### src/rtl/pf_pkg.sv
package pf_pkg;

  localparam int unsigned PF_HALF_BITS = 20;
  localparam int unsigned PF_B0_W      = 4;
  localparam int unsigned PF_BANK_W    = 8;

  typedef enum logic [2:0] {
    PF_A_BANK0 = 3'd0,
    PF_A_BANK1 = 3'd1,
    PF_A_BANK2 = 3'd2,
    PF_A_CTRL  = 3'd3
  } pf_addr_e;

  typedef struct packed {
    logic [PF_B0_W-1:0]   bank0;
    logic [PF_BANK_W-1:0] bank1;
    logic [PF_BANK_W-1:0] bank2;
    logic                 mirror;
  } pf_state_t;

endpackage

### src/rtl/pf_regs.sv
module pf_regs
  import pf_pkg::*;
#(
  parameter int unsigned ADDR_W = 3,
  parameter int unsigned DATA_W = 8
) (
  input  logic                    clk,
  input  logic                    rst_n,
  input  logic                    wr_en,
  input  logic [ADDR_W-1:0]       wr_addr,
  input  logic [DATA_W-1:0]       wr_data,
  output logic [PF_HALF_BITS-1:0] seq,
  output logic                    mirror
);

  localparam int unsigned B0_LSB = DATA_W - PF_B0_W;
  localparam int unsigned B1_OFF = PF_B0_W;
  localparam int unsigned B2_OFF = PF_B0_W + PF_BANK_W;

  pf_state_t state_q;
  pf_state_t state_d;

  always_comb begin
    state_d = state_q;
    if (wr_en) begin
      unique case (wr_addr)
        ADDR_W'(PF_A_BANK0): state_d.bank0  = wr_data[DATA_W-1:B0_LSB];
        ADDR_W'(PF_A_BANK1): state_d.bank1  = wr_data[PF_BANK_W-1:0];
        ADDR_W'(PF_A_BANK2): state_d.bank2  = wr_data[PF_BANK_W-1:0];
        ADDR_W'(PF_A_CTRL):  state_d.mirror = wr_data[0];
        default:             state_d = state_q;
      endcase
    end
  end

  always_ff @(posedge clk or negedge rst_n) begin
    if (!rst_n) begin
      state_q <= '0;
    end else if (wr_en) begin
      state_q <= state_d;
    end
  end

  // Flatten the banks into left-half display order
  for (genvar g = 0; g < PF_B0_W; g++) begin : g_b0
    assign seq[g] = state_q.bank0[g];
  end
  for (genvar g = 0; g < PF_BANK_W; g++) begin : g_b12
    assign seq[B1_OFF + g] = state_q.bank1[PF_BANK_W-1-g];
    assign seq[B2_OFF + g] = state_q.bank2[g];
  end

  assign mirror = state_q.mirror;

endmodule

### src/rtl/pf_index.sv
module pf_index #(
  parameter int unsigned POS_W     = 8,
  parameter int unsigned LINE_CLKS = 228,
  parameter int unsigned HBLANK    = 68,
  parameter int unsigned PIX_CLKS  = 4,
  parameter int unsigned HALF_PIX  = 20
) (
  input  logic [POS_W-1:0] hpos,
  input  logic             mirror,
  output logic             vis,
  output logic [POS_W-1:0] idx
);

  localparam logic [POS_W-1:0] P_HBLANK = POS_W'(HBLANK);
  localparam logic [POS_W-1:0] P_LINE   = POS_W'(LINE_CLKS);
  localparam logic [POS_W-1:0] P_PIX    = POS_W'(PIX_CLKS);
  localparam logic [POS_W-1:0] P_HALF   = POS_W'(HALF_PIX);
  localparam logic [POS_W-1:0] P_LAST   = POS_W'(HALF_PIX - 1);

  logic [POS_W-1:0] rel;
  logic [POS_W-1:0] pix;
  logic [POS_W-1:0] col;
  logic             right;

  always_comb begin
    vis   = (hpos >= P_HBLANK) && (hpos < P_LINE);
    rel   = hpos - P_HBLANK;
    pix   = rel / P_PIX;
    right = (pix >= P_HALF);
    col   = right ? (pix - P_HALF) : pix;
    idx   = (right && mirror) ? (P_LAST - col) : col;
  end

endmodule

### src/rtl/pf_select.sv
module pf_select
  import pf_pkg::*;
#(
  parameter int unsigned POS_W = 8
) (
  input  logic [PF_HALF_BITS-1:0] seq,
  input  logic                    vis,
  input  logic [POS_W-1:0]        idx,
  output logic                    pf_bit
);

  localparam int unsigned IDX_W = $clog2(PF_HALF_BITS);

  always_comb begin
    pf_bit = 1'b0;
    if (vis && (idx < POS_W'(PF_HALF_BITS))) begin
      pf_bit = seq[idx[IDX_W-1:0]];
    end
  end

endmodule

### src/rtl/pf_line_serializer.sv
module pf_line_serializer
  import pf_pkg::*;
#(
  parameter int unsigned POS_W     = 8,
  parameter int unsigned ADDR_W    = 3,
  parameter int unsigned DATA_W    = 8,
  parameter int unsigned LINE_CLKS = 228,
  parameter int unsigned HBLANK    = 68,
  parameter int unsigned PIX_CLKS  = 4
) (
  input  logic              clk,
  input  logic              rst_n,
  input  logic [POS_W-1:0]  hpos,
  input  logic              wr_en,
  input  logic [ADDR_W-1:0] wr_addr,
  input  logic [DATA_W-1:0] wr_data,
  output logic              pf_bit
);

  logic [1:0]              rst_sync_q;
  logic                    rst_core_n;
  logic [PF_HALF_BITS-1:0] pf_seq;
  logic                    mirror_q;
  logic                    vis;
  logic [POS_W-1:0]        idx;

  always_ff @(posedge clk or negedge rst_n) begin
    if (!rst_n) begin
      rst_sync_q <= 2'b00;
    end else begin
      rst_sync_q <= {rst_sync_q[0], 1'b1};
    end
  end
  assign rst_core_n = rst_sync_q[1];

  pf_regs #(
    .ADDR_W (ADDR_W),
    .DATA_W (DATA_W)
  ) u_regs (
    .clk     (clk),
    .rst_n   (rst_core_n),
    .wr_en   (wr_en),
    .wr_addr (wr_addr),
    .wr_data (wr_data),
    .seq     (pf_seq),
    .mirror  (mirror_q)
  );

  pf_index #(
    .POS_W     (POS_W),
    .LINE_CLKS (LINE_CLKS),
    .HBLANK    (HBLANK),
    .PIX_CLKS  (PIX_CLKS),
    .HALF_PIX  (PF_HALF_BITS)
  ) u_index (
    .hpos   (hpos),
    .mirror (mirror_q),
    .vis    (vis),
    .idx    (idx)
  );

  pf_select #(
    .POS_W (POS_W)
  ) u_select (
    .seq    (pf_seq),
    .vis    (vis),
    .idx    (idx),
    .pf_bit (pf_bit)
  );

endmodule

### config.mk
export PLATFORM = sky130hd
export DESIGN_NAME = pf_line_serializer
export DESIGN_NICKNAME = d
export VERILOG_FILES = /design/src/rtl/pf_pkg.sv /design/src/rtl/pf_regs.sv /design/src/rtl/pf_index.sv /design/src/rtl/pf_select.sv /design/src/rtl/pf_line_serializer.sv
export SDC_FILE = /design/constraint.sdc
export NUM_CORES = 1
export LEC_CHECK = 0
export ABC_AREA = 1
export BUFFER_PORTS_ARGS = -buffer_cell sky130_fd_sc_hd__buf_4
export CAP_MARGIN = 20
export CORE_MARGIN = 5
export CORE_UTILIZATION = 30
export CTS_BUF_LIST = sky130_fd_sc_hd__clkbuf_16
export DETAILED_ROUTE_END_ITERATION = 6
export SLEW_MARGIN = 15
export SYNTH_ARGS = -nofsm -noshare
export SYNTH_HDL_FRONTEND = slang
export SYNTH_SLANG_ARGS = --single-unit
### constraint.sdc
create_clock -name clk -period 7.8 [get_ports clk]
set_input_delay 1.56 -clock clk [delete_from_list [all_inputs] [get_ports clk]]
set_output_delay 1.56 -clock clk [all_outputs]
set_load 0.01 [all_outputs]
---- Word level (Yosys, flattened, before mapping) ----
Cells that the tools add are included.
storage, ports and cells
  register bits after elaboration ......... 23
  logic and storage cells ................. 29
operators by class
  reduce and logical (&&, ||, !) cells .... 8
  add/subtract/negate cells ............... 3
  eq/ne operators ......................... 3
  mux-type cells .......................... 5
  magnitude comparators ................... 5
operators with widths
  operator               count
  $mux W8                2
  $ge A8 B7 Y1 const B   1
  $lt A8 B5 Y1 const B   1
  $lt A8 B8 Y1 const B   1
  $reduce_and A2 Y1      4
  $sub A5 B8 Y8 const A  1
  $sub A8 B7 Y8 const B  1
  $sub A6 B5 Y7 const B  1
  $eq A3 B2 Y1 const B   2
  $ge A6 B5 Y1 const B   1
  $lt A5 B6 Y1 const B   1
  $bmux W1 S5            1
  $eq A3 B1 Y1 const B   1
  $logic_and A1 B1 Y1    3
  $logic_not A3 Y1       1
  $mux W1                2

---- Longest topological paths before layout ----
  depth after elaboration ................. 8
  gate-level depth with buffers ........... 21

---- By module ----
Synthesis repeated with hierarchy kept, for this count alone.
unflattened totals
  cells, all modules ...................... 250
  area, all modules ....................... 1,736.7 sq um
modules (own cells, without submodules)
  module              times used  area an instance (sq um)  cells each  seq. area each (sq um)
  pf_regs             1           893.4                     99          525.5
  pf_index            1           474.2                     78          0.0
  pf_select           1           315.3                     70          0.0
  pf_line_serializer  1           53.8                      3           50.0

---- Least setup slack after synthesis ----
Ideal clock, no wire load.
  kind .................................... input -> output
  start ................................... in hpos[2]
  end ..................................... out pf_bit
  required time ........................... 6,240 ps
  buffers on the path ..................... 0
  arrival time ............................ 3,721 ps
  stages .................................. 19
  slack ................................... 2,519 ps
  path through ............................ inv_2 > ha_1 > xnor2_1 > inv_1 > ha_1 > nand2_1 > inv_1 > nand3_1 > nand3_4 > nand2_1 > nand2_1 > ha_1 > inv_1 > o21ai_0 > inv_1 > nand3_1 > nand2_1 > nand3_1 > nor2_2
on the way
  longest elaborated chain between the ends .. 8
  elaborated cells between the ends (all ways) .. 15
ends and longest elaborated chain
  element                                                               line                              text
  from (decl)                                                           pf_line_serializer.sv:13          input logic [POS_W-1:0] hpos,
  $sub A8 B7 Y8                                                         pf_index.sv:27                    rel = hpos - P_HBLANK;
  $sub A6 B5 Y7 or $ge A6 B5 Y1 (tied branches)                         pf_index.sv:30, pf_index.sv:29
  $mux W8                                                               pf_index.sv:30                    col = right ? (pix - P_HALF) : pix;
  $sub A5 B8 Y8                                                         pf_index.sv:31                    idx = (right && mirror) ? (P_LAST - col) : col;
  $mux W8                                                               pf_index.sv:31
  $bmux W1 S5 or $lt A8 B5 Y1 (tied branches)                           pf_select.sv:17, pf_select.sv:16
  $mux W1 (implied by the code) or $logic_and A1 B1 Y1 (tied branches)  pf_select.sv:17, pf_select.sv:16
  $mux W1 (*)                                                           pf_select.sv:16                   if (vis && (idx < POS_W'(PF_HALF_BITS))) begin
  to (decl)                                                             pf_line_serializer.sv:17          output logic pf_bit
Every way passes the cells marked *; elsewhere a longest branch is shown, timed or not. The select of a mux whose other input is x is not followed.

---- Worst setup path in the final report ----
Same ends and word-level chain as after synthesis.

==> metrics.yaml <==
synthesis:
  synthSimpleGateAreaFrac_pct: 41.1
  ys_ff_latch: 23
  synth.distinct_cells: 24
  synth_edf_count: 0
  postSynthNetCount: 251
  yosys_warnings: 0
  post_synth_xor_area_fraction_pct: 0.555
  syn_avg_cell_area_um2: 7.01
  synth-compound-area-share_pct: 10.2
  synthMuxAreaShare_pct: 0
  yosys_most_used_dff: "dfrtp_1"
  synth_top_family_by_area: "simple AND/OR/NAND/NOR gates"
  synthCells: 225
  async_reset_ff_share_pct: 100
  ys_seq_area_share_pct: 36.5
  synth_fa_ha_area_share_pct: 3.17
  synthesis.area_mm2: 0.00158
timing:
  rsz0062_at_grt: "no"
  period_share_pct: 74.0
  worstMarginPinSlew_ps: 835
  hold_viol: 0
  fmaxAchievable_ghz: 0.173
  setup_tns_ps: 0
  relSlewSlack_pct: 44.3
  whs_ps: 349
  setup_viol: 0
  min_period_ps: 5770
  slew_viol_final: 0
  fin_worst_skew_ps: 2.34
power:
  p_leak_uw: 0.00101
  switching_share_pct: 33.4
  p_int_uw: 259
  power_density_mw_per_mm2: 204
  pwr-share-clk_pct: 28.0
  p_total_uw: 388
  ir_drop_mv: 0.105
  power_frac_comb_pct: 31.5
  pwr-share-seq_pct: 40.5
  p_sw_uw: 130
floorplanning:
  fp-row-count: 26
  dieWidth_um: 82.5
  die_area_mm2: 0.00681
  start_util_pct: 30.9
  die_h_um: 82.5
  coreArea_mm2: 0.00511
  pin_count: 23
worst_hold_path:
  hold_class: "flop to async pin"
place:
  hpwl_um: 2680
  numPortBuffers: 22
  gp_congestion: 0.773
drt:
  vias: 1428
  drtIter0Drc: 46
  ant_nets: 0
  vias_per_cell: 4.48
  wl_per_cell_um: 10.4
  routed_wl_um: 3330
  drc: 0
  dr.pass1.iters: 4
global_route:
  gr-total-overflow: 0
  grt_util_all_layers_pct: 10.7
  grt_max_degree: 22
  grt_pass1_vias: 1327
  antenna_found_initial: 0
  grt_pass1_wl_um: 5730
final_layout:
  nFillCells: 579
  area_growth_pct: 20.6
  layout-drive-gt1-share_pct: 19.7
  layout.nets: 276
  num_antenna_cells: 0
worst_setup_path:
  crit_family: "simple AND/OR/NAND/NOR gates"
  endpoint_kind: "output pin"
  r2r_start: "rst_sync_q[1]"
  r2r_slack_ps: 6930
  ff2ff_path_depth: 0
  worst-path-max-fanout: 8
  max_stage_delay_ps: 330
  r2r_end: "u_regs.seq[19]"
  path_cells: "buf_4, inv_2, ha_1, xnor2_1, inv_1, ha_1, nand2_1, inv_1, nand3_1, nand3_4, nand2_1, nand2_1, ha_1, inv_1, o21ai_0, inv_1, nor2_1, nand2_1, nand3_1, nor2_2, buf_4"
  cp_num_buf_inv: 7
  cp_slowest_cell: "xnor2_1"
  worstPathRequired_ps: 6240
  critPathKind: "primary input to output pin"
  worstSetupStartpointType: "primary input"
  crit_arrival_ps: 4210
clocking:
  cts-root-buf: "clkbuf_16"
  ctsResizeCount: 0
  ctsHoldBuffers: 0
  path_clk_slew_ps: 60
  clk_latency_ps: 250
  cts_tree: "built"
  htree_levels: 1
  cts_sinks: 23
  cts_buffers: 3
  clockBufferDepth: 2
  post_cts_buffers: 0
outcome:
  status: "finished, final reports clean"
job:
  drv_cap: 0
cells in the mapped netlist, types with 2 or more instances:
cell      number  area share (%)
inv_1         30             7.1
clkbuf_1       2            0.48
nand2_1       67              16
nand3_2        3             1.9
nor2_2         3             1.2
ha_1           4             3.2
inv_2          3            0.71
nand3_1       33              10
dfrtp_1       23              36
a21oi_1        5             1.6
o21ai_0       24             7.6
nand4_1        2            0.79
nand2_4        7             5.0
nor2_1         6             1.4
nand2_2        4             1.6
area by class of cell:
class | count | area (µm²) | share of cell area (%)
well taps | 70 | 87.6 | 4.60
flip-flops and latches | 23 | 576 | 30.2
clock inverters | 1 | 5.00 | 0.263
repair buffers | 22 | 165 | 8.68
clock buffers | 3 | 75.1 | 3.94
multi-input cells | 167 | 871 | 45.8
inverters | 33 | 124 | 6.51
logic make-up after synthesis:
family	count (synthesis)
XOR/XNOR	1
other	1
adder cells (fa/ha/maj)	4
AO/OA/AOI/OAI	31
flip-flops	23
buffers and inverters	35
AND/OR/NAND/NOR	130
cells in the final DEF, fill, tap and decap left out, types with 4 or more instances in the layout:
master and instances:
nand2_2 4, nand2_4 7, dfrtp_1 23, o21ai_0 24, nand2_1 67, nand3_1 33
nor2_1 6, inv_1 30, a21oi_1 5, ha_1 4, buf_4 22
registers in the layout, indices dropped and copies added (netlist names):
register	cells
rst_sync_q	2
u_regs.mirror	1
u_regs.seq	20
power by group through the flow:
stage | registers (µW) | logic (µW) | clock network [µW]
2_1_floorplan | 154 | 92.8 | 0
6_report | 157 | 122 | 109
4_1_cts | 157 | 123 | 111
5_1_grt | 160 | 142 | 116
3_3_place_gp | 159 | 121 | 0
3_5_place_dp | 159 | 122 | 0
worst max path at each step:
stage	startpoint	end	cells past startpoint	slack (ps)
after floorplan	hpos[2]	pf_bit	19	2520
after global placement	hpos[2]	pf_bit	21	2140
after detailed placement	hpos[2]	pf_bit	21	2040
after CTS	hpos[2]	pf_bit	21	2030
after global routing	hpos[2]	pf_bit	21	1760
final	hpos[2]	pf_bit	21	2030
per-stage QoR:
stage	setup WS, ps	cell area, µm²	cells	utilization, %
6_report	2030	1900	319	37.3
5_1_grt	1760	1900	319	37.3
4_1_cts	2030	1900	319	37.3
3_5_place_dp	2040	1820	315	35.7
3_3_place_gp	2140	1820	315	35.7
2_1_floorplan	2520	1580	225	-
routing by layer:
metal  global-route usage [%]  share of wire [%]
met1                     14.0                 51
met2                     17.9                 46
met3                     1.52                1.9
met4                     3.59               0.69
met5                        0                  0
Note: power is estimated with default switching activity, not from simulation.
